$ cat src/rtl/swtx_pkg.sv
package swtx_pkg;
  typedef enum logic [1:0] {
    ST_IDLE = 2'd0,
    ST_WAIT = 2'd1,
    ST_SEND = 2'd2,
    ST_HOLD = 2'd3
  } tx_state_e;

  typedef logic [1:0] rate_tag_t;
endpackage

$ cat src/rtl/swtx_edge.sv
module swtx_edge #(
  parameter int N = 2
) (
  input  logic         clk,
  input  logic         rst_n,
  input  logic [N-1:0] sig_in,
  output logic [N-1:0] rise,
  output logic [N-1:0] fall
);
  logic [N-1:0] prev_q;

  always_ff @(posedge clk or negedge rst_n) begin
    if (!rst_n) prev_q <= '0;
    else        prev_q <= sig_in;
  end

  for (genvar i = 0; i < N; i++) begin : g_edge
    assign rise[i] = sig_in[i] & ~prev_q[i];
    assign fall[i] = ~sig_in[i] & prev_q[i];
  end
endmodule

$ cat src/rtl/swtx_word_store.sv
module swtx_word_store
  import swtx_pkg::*;
#(
  parameter int WORD_W = 8
) (
  input  logic              clk,
  input  logic              rst_n,
  input  logic              load,
  input  logic [WORD_W-1:0] word_in,
  input  rate_tag_t         tag_in,
  input  logic              take,
  output logic [WORD_W-1:0] word_out,
  output rate_tag_t         tag_out
);
  logic [WORD_W-1:0] buf_q, buf_n;
  rate_tag_t         tag_q, tag_n;
  logic              full_q, full_n;

  always_comb begin
    buf_n  = buf_q;
    tag_n  = tag_q;
    full_n = full_q;
    if (take) full_n = 1'b0;
    if (load) begin
      buf_n  = word_in;
      tag_n  = tag_in;
      full_n = 1'b1;
    end
  end

  always_ff @(posedge clk or negedge rst_n) begin
    if (!rst_n) begin
      buf_q  <= '0;
      tag_q  <= 2'd3;
      full_q <= 1'b0;
    end else begin
      buf_q  <= buf_n;
      tag_q  <= tag_n;
      full_q <= full_n;
    end
  end

  assign word_out = full_q ? buf_q : '1;
  assign tag_out  = tag_q;
endmodule

$ cat src/rtl/swtx_frame_ctrl.sv
module swtx_frame_ctrl
  import swtx_pkg::*;
#(
  parameter int WORD_W = 8
) (
  input  logic              clk,
  input  logic              rst_n,
  input  logic              en_lvl,
  input  logic              en_rise,
  input  logic              d_rise,
  input  logic              d_fall,
  input  logic [WORD_W-1:0] word,
  input  rate_tag_t         tag,
  output logic              sdo,
  output logic              sdo_oe
);
  localparam int NW = $clog2(WORD_W + 1);

  tx_state_e         state_q, state_n;
  logic [NW-1:0]     idx_q, idx_n;
  logic [NW-1:0]     nb_q, nb_n;
  logic [WORD_W-1:0] word_q, word_n;
  logic [1:0]        cnt_q, cnt_n;
  logic              recirc_q, recirc_n;
  logic [NW-1:0]     tag_bits;
  logic              at_lsb, long_n, active;
  logic [WORD_W-1:0] shifted;

  always_comb begin
    case (tag)
      2'd0:    tag_bits = NW'(2);
      2'd1:    tag_bits = NW'(3);
      2'd2:    tag_bits = NW'(4);
      default: tag_bits = NW'(WORD_W);
    endcase
  end

  assign active = (state_q != ST_IDLE);
  assign at_lsb = (idx_q == nb_q - NW'(1));
  assign cnt_n  = (active && d_fall && en_lvl && cnt_q != 2'd2) ? cnt_q + 2'd1 : cnt_q;
  assign long_n = (cnt_n == 2'd2);

  always_comb begin
    state_n  = state_q;
    idx_n    = idx_q;
    nb_n     = nb_q;
    word_n   = word_q;
    recirc_n = recirc_q;
    if (en_rise) begin
      state_n  = ST_WAIT;
      idx_n    = '0;
      nb_n     = tag_bits;
      word_n   = word;
      recirc_n = 1'b0;
    end else begin
      case (state_q)
        ST_WAIT: if (d_rise) state_n = ST_SEND;
        ST_SEND: begin
          if (recirc_q && !en_lvl) state_n = ST_IDLE;
          else if (d_rise && !at_lsb) idx_n = idx_q + NW'(1);
          else if (d_fall && at_lsb) state_n = (long_n && en_lvl) ? ST_HOLD : ST_IDLE;
        end
        ST_HOLD: begin
          if (!en_lvl) state_n = ST_IDLE;
          else if (d_rise) begin
            state_n  = ST_SEND;
            idx_n    = '0;
            recirc_n = 1'b1;
          end
        end
        default: state_n = ST_IDLE;
      endcase
    end
  end

  always_ff @(posedge clk or negedge rst_n) begin
    if (!rst_n) begin
      state_q  <= ST_IDLE;
      idx_q    <= '0;
      nb_q     <= NW'(WORD_W);
      word_q   <= '0;
      cnt_q    <= '0;
      recirc_q <= 1'b0;
    end else begin
      state_q  <= state_n;
      idx_q    <= idx_n;
      nb_q     <= nb_n;
      word_q   <= word_n;
      cnt_q    <= en_rise ? 2'd0 : cnt_n;
      recirc_q <= recirc_n;
    end
  end

  assign shifted = word_q >> (nb_q - NW'(1) - idx_q);
  assign sdo_oe  = (state_q == ST_SEND) || (state_q == ST_HOLD);
  assign sdo     = sdo_oe & shifted[0];

  AST_ON_AFTER_RISE: assert property (@(posedge clk) disable iff (!rst_n)
    $rose(sdo_oe) |-> $past(d_rise));
  AST_BIT_ON_RISE: assert property (@(posedge clk) disable iff (!rst_n)
    (sdo_oe && $past(sdo_oe) && sdo != $past(sdo)) |-> $past(d_rise));
  AST_IDX_LIMIT: assert property (@(posedge clk) disable iff (!rst_n)
    sdo_oe |-> (idx_q < nb_q));
  AST_OFF_REASON: assert property (@(posedge clk) disable iff (!rst_n)
    $fell(sdo_oe) |-> $past(d_fall || !en_lvl || en_rise));
  AST_HOLD_LONG: assert property (@(posedge clk) disable iff (!rst_n)
    (state_q == ST_HOLD) |-> (cnt_q == 2'd2));
endmodule

$ cat src/rtl/swtx_port.sv
module swtx_port
  import swtx_pkg::*;
#(
  parameter int WORD_W = 8
) (
  input  logic              clk,
  input  logic              rst_n,
  input  logic              dclk,
  input  logic              oe_req,
  input  logic              load,
  input  logic [WORD_W-1:0] load_word,
  input  logic [1:0]        load_tag,
  output logic              sdo,
  output logic              sdo_oe
);
  logic [1:0]        rise, fall;
  logic [WORD_W-1:0] held_word;
  rate_tag_t         held_tag;

  swtx_edge #(.N(2)) u_edge (
    .clk    (clk),
    .rst_n  (rst_n),
    .sig_in ({oe_req, dclk}),
    .rise   (rise),
    .fall   (fall)
  );

  swtx_word_store #(.WORD_W(WORD_W)) u_store (
    .clk      (clk),
    .rst_n    (rst_n),
    .load     (load),
    .word_in  (load_word),
    .tag_in   (load_tag),
    .take     (rise[1]),
    .word_out (held_word),
    .tag_out  (held_tag)
  );

  swtx_frame_ctrl #(.WORD_W(WORD_W)) u_ctrl (
    .clk     (clk),
    .rst_n   (rst_n),
    .en_lvl  (oe_req),
    .en_rise (rise[1]),
    .d_rise  (rise[0]),
    .d_fall  (fall[0]),
    .word    (held_word),
    .tag     (held_tag),
    .sdo     (sdo),
    .sdo_oe  (sdo_oe)
  );

  AST_QUIET_OFF: assert property (@(posedge clk) disable iff (!rst_n)
    !sdo_oe |-> !sdo);
endmodule

$ cat config.mk
export PLATFORM = sky130hd
export DESIGN_NAME = swtx_port
export DESIGN_NICKNAME = d
export VERILOG_FILES = /design/src/rtl/swtx_pkg.sv /design/src/rtl/swtx_edge.sv /design/src/rtl/swtx_word_store.sv /design/src/rtl/swtx_frame_ctrl.sv /design/src/rtl/swtx_port.sv
export SDC_FILE = /design/constraint.sdc
export NUM_CORES = 1
export LEC_CHECK = 0
export ABC_AREA = 0
export BUFFER_PORTS_ARGS = -buffer_cell sky130_fd_sc_hd__buf_2
export CAP_MARGIN = 20
export CORE_ASPECT_RATIO = 0.9
export CORE_MARGIN = 10
export CORE_UTILIZATION = 50
export CTS_BUF_LIST = sky130_fd_sc_hd__clkbuf_16
export DETAILED_ROUTE_END_ITERATION = 16
export HOLD_SLACK_MARGIN = 0.05
export MAX_ROUTING_LAYER = met4
export PLACE_DENSITY = 0.69
export SLEW_MARGIN = 10
export SYNTH_ARGS = -nofsm -noshare
export SYNTH_HDL_FRONTEND = slang
export SYNTH_SLANG_ARGS = --single-unit
$ cat constraint.sdc
create_clock -name clk -period 7.8 [get_ports clk]
set_clock_uncertainty 0.2 [all_clocks]
set_input_delay 1.56 -clock clk [delete_from_list [all_inputs] [get_ports clk]]
set_output_delay 1.56 -clock clk [all_outputs]
set_load 0.03 [all_outputs]
==> metrics.md, run 1 <==
| Metric | Value |
|---|---|
| Vias in the first global route | `1260` |
| Worst-path fanout max | `3` |
| Mapped Nets | `191` |
| Routed vias/inst | `5.34` |
| CTS tree | `built` |
| RSZ-0062 raised after global routing | `false` |
| H-tree depth | `2` |
| Initial Util | `53.6%` |
| Sink Count | `34` |
| GR Util met1 | `14.7%` |
| Setup Buffers After CTS | `0` |
| GR Util met2 | `18.8%` |
| Worst setup EP type | `output pin` |
| Dpl hpwl | `2.36 mm` |
| Num rows | `19` |
| Status | `finished, final reports clean` |
| R2r startpoint | `u_ctrl.nb_q[0]` |
| Worst Setup EP | `sdo` |
| DRT Pass-1 Iters | `6` |
| Leakage | `0.931 nW` |
| Post-Syn Instances | `169` |
| CTS resizes | `0` |
| Routed Antenna Nets | `0` |
| Yosys reg bits | `34` |
| Ys Warns | `0` |
| Fmax | `236 MHz` |
| DIE AREA | `0.00612 sq mm` |
| CP startpoint | `u_ctrl.nb_q[0]` |
| Synth Area per Inst | `10.0 sq um` |
| Critical path required time | `6.04 ns` |
| Initial antenna violation count | `0` |
| Post-route setup TNS | `0 ns` |
| Drt drc | `0` |
| Post-synthesis sequential area ratio | `50.4%` |
| Layout cells sized above 1 | `18.9%` |
| Worst Hold Class | `reg2reg` |
| CTS root buf | `clkbuf_16` |
| CTS Buf Count | `5` |
| Grt ovf | `0` |
| Net count, final | `206` |
| Core area | `0.00316 sq mm` |
| Area growth, synth to finish | `17.2%` |
| Die width | `81.4 microns` |
| Non-filler cells, final | `227` |
| Hold path depth | `2` |
| Met3 usage in global routing | `4.17%` |
| Critical path type | `reg2out` |
| Crit path time final | `4.24 ns` |
| Synth area leaders | `dfrtp_1, dfstp_2, ha_1, nand2_1, o21ai_0` |
| Hold buffers post-CTS | `0` |
| Die Ht | `75.2 microns` |
| Largest net degree at the start of global routing | `35` |
| Final hold violations | `0` |
| Clock Latency Late Sink | `0.28 ns` |
| Port Buffer Count | `16` |
| Fill cells | `269` |
| Vias | `1213` |
| Detailed Route WL | `3.20 mm` |
| R2r endpoint | `u_ctrl.idx_q[0]` |
| EDFF count, synth | `0` |
| Clock transition at path regs | `0.05 ns` |
| Final GP Congestion | `0.767` |
| Worst-case reg-to-reg path depth | `8` |
| Ant diodes | `0` |
| Slew @ Worst Pin | `0.735 ns` |
| Grt peak-use layer | `met2` |
| Critical Path AT | `2.48 ns` |
| Wire per inst | `14.1 microns` |
| Total GRT Usage | `12.4%` |
| Power Dens Cells | `302 mW/mm^2` |
| Max cap viols | `0` |
| Most frequent cell after synthesis | `dfrtp_1` |
| Placed instance count | `219` |
| Slew Limit Headroom | `51.0%` |
| Synth top cells by count | `dfrtp_1, nand2_1, inv_1, nor2_1, o21ai_0` |
| Final count of negative-setup-slack endpoints | `0` |
| Slew Viols, Final | `0` |
| Largest area contributor in the netlist | `dfrtp_1` |
| Yosys top cell area share | `45.8%` |
| Tcrit/Tclk final | `54.4%` |
| DRT iter0 DRCs | `102` |
| Most used flip-flop cell after synthesis | `dfrtp_1` |
| Post-Syn Area | `0.00170 sq mm` |
| First-pass GRT wire length | `5.69 mm` |
| Reg2Reg Setup Slack | `5.39 ns` |
| Asr flop ratio synth | `100%` |
| Crit path launch type | `flip-flop` |
| Peak VDD IR | `195 uV` |
| IO Pins | `17` |
| Synth cell types | `37` |
| CTS max path bufs | `2` |
## worst max-delay path, cell delays in order (launching register included)
cell and delay, ns:
dfrtp_1 0.37, inv_1 0.07, ha_1 0.32, fa_1 0.55, mux4_2 0.29, mux2_2 0.28, and3_1 0.16, buf_2 0.17
## routing by layer
| metal | vias up | part of all wire [%] | wire [microns] |
|---|---|---|---|
| li1 | 600 | - | - |
| met1 | 583 | 48 | 1550 |
| met2 | 25 | 45 | 1450 |
| met3 | 5 | 5.0 | 159 |
| met4 | 0 | 1.4 | 44 |
| met5 | - | 0 | 0 |
## flip-flops by register name (all words and copies together), names as in the netlist
signal,count
u_ctrl.state_q,2
u_store.full_q,1
u_ctrl.word_q,8
u_ctrl.recirc_q,1
u_ctrl.nb_q,4
u_ctrl.cnt_q,2
u_store.tag_out,2
u_ctrl.idx_q,4
u_store.buf_q,8
u_edge.prev_q,2
## cells by family (layout without fill, tap and decap cells)
kind of cell    Yosys count  in the layout  share of synthesized area, %
mux                       7              7                          5.90
fa+ha+maj                 7              7                          5.61
buf+inv                  24             40                          5.53
xor+xnor                  7              7                          3.62
simple gates             55             55                          15.6
flops                    34             34                          50.4
compound gates           35             35                          13.4
## how the worst min path moves through the flow
stage	startpoint	slack, ns	end
2_1_floorplan	u_ctrl.nb_q[3]	0.24	u_ctrl.nb_q[3]
3_3_place_gp	u_ctrl.nb_q[3]	0.25	u_ctrl.nb_q[3]
3_5_place_dp	u_ctrl.nb_q[3]	0.26	u_ctrl.nb_q[3]
4_1_cts	u_ctrl.nb_q[3]	0.27	u_ctrl.nb_q[3]
5_1_grt	u_ctrl.nb_q[3]	0.29	u_ctrl.nb_q[3]
6_report	u_ctrl.nb_q[3]	0.27	u_ctrl.nb_q[3]
## power by group
group | switching (mW) | total (mW) | internal (mW)
logic | 0.0643 | 0.123 | 0.0588
clock network | 0.0697 | 0.251 | 0.182
registers | 0.0227 | 0.225 | 0.202
total | 0.157 | 0.599 | 0.443
## placed cells by master, fill, tap and decap left out, drive strengths merged, types with 3 or more instances in the layout
master	netlist	final
a31oi	9	9
and3	3	3
buf	3	17
clkbuf	6	5
dfrtp	31	31
dfstp	3	3
ha	6	6
inv	15	15
mux2	4	4
nand2	18	18
nand2b	4	4
nand3	4	4
nor2	15	15
nor2b	4	4
o21ai	13	13
xnor2	6	6
## through the flow
stage          total power, mW  setup slack, ns  hold WS [ns]  area (sq um)  utilization, %
4_1_cts                  0.603             3.55         0.271          1990            62.8
2_1_floorplan            0.320             4.00         0.242          1700               -
5_1_grt                  0.631             3.44         0.287          1990            62.8
3_3_place_gp             0.344             3.88         0.252          1800            56.9
6_report                 0.599             3.56         0.269          1990            62.8
3_5_place_dp             0.351             3.85         0.263          1800            56.9
## layout make-up
| class | count | area (sq um) | share of cell area, % |
|---|---|---|---|
| timing repair buffer | 17 | 87.6 | 4.41 |
| multi-input combinational | 111 | 747 | 37.6 |
| clock buffer | 5 | 125 | 6.30 |
| sequential | 34 | 855 | 43.0 |
| inverter | 15 | 56.3 | 2.83 |
| clock inverter | 3 | 63.8 | 3.21 |
| tap | 42 | 52.6 | 2.64 |
No activity file was read; power rests on OpenSTA's default activity.
==> run 2: changes to the inputs <==
--- a/config.mk
+++ b/config.mk
@@ -5,7 +5,7 @@
 export SDC_FILE = /design/constraint.sdc
 export NUM_CORES = 1
 export LEC_CHECK = 0
-export ABC_AREA = 0
+export ABC_AREA = 1
 export BUFFER_PORTS_ARGS = -buffer_cell sky130_fd_sc_hd__buf_2
 export CAP_MARGIN = 20
 export CORE_ASPECT_RATIO = 0.9
==> constraint.sdc (replaced) <==
create_clock -name clk -period 4.1 [get_ports clk]
set_clock_uncertainty 0.2 [all_clocks]
set_input_delay 0.82 -clock clk [delete_from_list [all_inputs] [get_ports clk]]
set_output_delay 0.82 -clock clk [all_outputs]
set_load 0.03 [all_outputs]
==> run 2 against run 1 <==
Worst hold slack worse by 0.0091 ns. Cell count is 25% higher. Via count is 16% higher. Cell area is 3.1% higher. Total power is 98% higher. Clock power is 37% higher. Clock-buffer cell count stayed put. Highest routed layer unchanged.
==> metrics.md, run 2 <==
| Metric | Value |
|---|---|
| Crit-path slowest cell | `fa_1` |
| RSZ-0062 raised after global routing | `false` |
| R2r startpoint | `u_ctrl.nb_q[0]` |
| DIE AREA | `0.00642 sq mm` |
| Clock transition at path regs | `0.05 ns` |
| Place WS | `1.04 ns` |
| DRT Pass-1 Iters | `4` |
| Slew Limit Headroom | `51.0%` |
| Port Buffer Count | `16` |
| Fmax | `298 MHz` |
| H-tree depth | `2` |
| EDFF count, synth | `0` |
| Most frequent cell on the critical path | `inv_1` |
| Slew Viols, Final | `0` |
| Final count of negative-setup-slack endpoints | `0` |
| Most common cell after layout, fill and taps aside | `nand2_1` |
| Setup Buffers After CTS | `0` |
| Post-route setup TNS | `0 ns` |
| Yosys top cell area share | `42.9%` |
| Asr flop ratio synth | `100%` |
| Synth cell types | `31` |
| Crit path launch type | `flip-flop` |
| CTS Buf Count | `5` |
| Ant diodes | `0` |
| Post-route setup slack | `0.742 ns` |
| Worst Hold Class | `reg2reg` |
| Peak VDD IR | `330 uV` |
| CP top delay family | `adder cells` |
| Post-Syn Area | `0.00181 sq mm` |
| Worst-path fanout max | `3` |
| Largest regs | `u_ctrl.word_q (8), u_store.buf_q (8)` |
| CP startpoint | `u_ctrl.nb_q[0]` |
| Worst Setup EP | `sdo` |
| Core area | `0.00343 sq mm` |
| Critical path buffers and inverters | `3` |
| Status | `finished, final reports clean` |
| CTS max path bufs | `2` |
| CTS tree | `built` |
| Largest net degree at the start of global routing | `35` |
| Critical Path AT | `2.34 ns` |
| First-pass GRT wire length | `6.37 mm` |
| Yosys reg bits | `34` |
| Post-synthesis sequential area ratio | `47.3%` |
| Num rows | `20` |
| Mapped Nets | `243` |
| Reg2Reg Setup Slack | `1.99 ns` |
| Crit-path cells | `inv_1 > ha_1 > fa_1 > inv_1 > o21ai_0 > o221ai_1 > nand2_1 > nor3_1 > buf_2` |
| Most frequent cells in the layout | `nand2_1, dfrtp_1, inv_1` |
| Worst hold margin | `0.260 ns` |
| Post-Syn Instances | `221` |
| Tcrit/Tclk final | `81.9%` |
| Dpl hpwl | `2.58 mm` |
| DRT iter0 DRCs | `73` |
| Vias | `1410` |
| Sink Count | `34` |
| Routed vias/inst | `4.96` |
| Max cap viols | `0` |
| Wire per inst | `12.3 microns` |
| Slew @ Worst Pin | `0.736 ns` |
| Synth area leaders | `dfrtp_1, nand2_1, o21ai_0, inv_1, dfstp_2` |
| Drt drc | `0` |
| Fill cells | `303` |
| Critical path required time | `3.08 ns` |
| Area growth, synth to finish | `13.4%` |
| Hold buffers post-CTS | `0` |
| Largest area contributor in the netlist | `dfrtp_1` |
| Clock Latency Late Sink | `0.27 ns` |
| Most frequent cell after synthesis | `nand2_1` |
| Die Ht | `77.0 microns` |
| Net count, final | `261` |
| Initial Util | `52.7%` |
| Crit path time final | `3.36 ns` |
| Synth Area per Inst | `8.18 sq um` |
| Total GRT Usage | `12.1%` |
| Routed Antenna Nets | `0` |
| Final GP Congestion | `0.849` |
| Most used flip-flop cell after synthesis | `dfrtp_1` |
| Worst-case reg-to-reg path depth | `12` |
| Initial antenna violation count | `0` |
| Critical path depth | `9` |
| R2r endpoint | `u_ctrl.idx_q[1]` |
| CTS root buf | `clkbuf_16` |
| Power Dens Cells | `579 mW/mm^2` |
| Final hold violations | `0` |
| Synth top cells by count | `nand2_1, dfrtp_1, inv_1, o21ai_0, nor2_1` |
| Layout Utilization | `59.8%` |
| Die width | `83.4 microns` |
| Detailed Route WL | `3.48 mm` |
| Critical path type | `reg2out` |
| IO Pins | `17` |
| Leakage | `1.07 nW` |
| Ys Warns | `0` |
| Vias in the first global route | `1390` |
| Worst setup EP type | `output pin` |
| Grt ovf | `0` |
| Critical Path Max Stage Delay | `0.49 ns` |
| Layout cells sized above 1 | `17.5%` |
| CTS resizes | `0` |
==> run 2: cell type report <==
cell class              count  area (sq um)  share of cell area [%]
repair buffers             16          80.1                    3.91
well taps                  44          55.1                    2.69
flip-flops and latches     34           855                    41.7
clock buffers               5           125                    6.10
inverters                  28           105                    5.13
multi-input cells         154           818                    39.9
clock inverters             3          11.3                   0.549
==> run 2: through the flow <==
| stage | power [mW] | instance area, sq um | std cells |
|---|---|---|---|
| after floorplan | 0.759 | 1810 | 221 |
| after global placement | 0.838 | 1910 | 276 |
| after detailed placement | 0.849 | 1910 | 276 |
| after CTS | 1.20 | 2050 | 284 |
| after global routing | 1.29 | 2050 | 284 |
| final | 1.19 | 2050 | 284 |
==> run 2: kinds of logic after synthesis <==
| family | Yosys count | synth area share, % |
|---|---|---|
| AND/OR/NAND/NOR | 109 | 26.9 |
| flip-flops | 34 | 47.3 |
| AO/OA/AOI/OAI | 33 | 10.7 |
| buffers and inverters | 33 | 7.41 |
| adder cells (fa/ha/maj) | 7 | 5.26 |
| XOR/XNOR | 5 | 2.42 |
==> run 2: power by group <==
group	internal (mW)	leakage, nW	switching [mW]	total [mW]
clock network	0.218	0.0663	0.125	0.343
logic	0.148	0.590	0.241	0.389
registers	0.395	0.418	0.0597	0.454
==> run 2: worst min-delay path, cell delays in order (launching register included) <==
cell,delay (ns)
dfrtp_1,0.33
nand2_1,0.05
nand2_1,0.04
==> run 2: per-layer routing <==
metal	global-route usage (%)	up-vias	share of wire (%)
met5	-	-	0
met4	6.12	0	2.3
met3	2.64	7	3.9
met2	16.5	31	41
met1	16.3	627	53
li1	-	745	-
==> run 2: worst min path at each step <==
stage | start | endpoint | slack (ns) | cells past startpoint
final | u_store.buf_q[1] | u_store.buf_q[1] | 0.26 | 2
after global routing | u_store.buf_q[1] | u_store.buf_q[1] | 0.29 | 2
after CTS | u_store.buf_q[1] | u_store.buf_q[1] | 0.27 | 2
after detailed placement | u_store.buf_q[1] | u_store.buf_q[1] | 0.26 | 2
after global placement | u_store.buf_q[6] | u_store.buf_q[6] | 0.25 | 2
after floorplan | u_ctrl.word_q[1] | u_ctrl.word_q[1] | 0.24 | 2
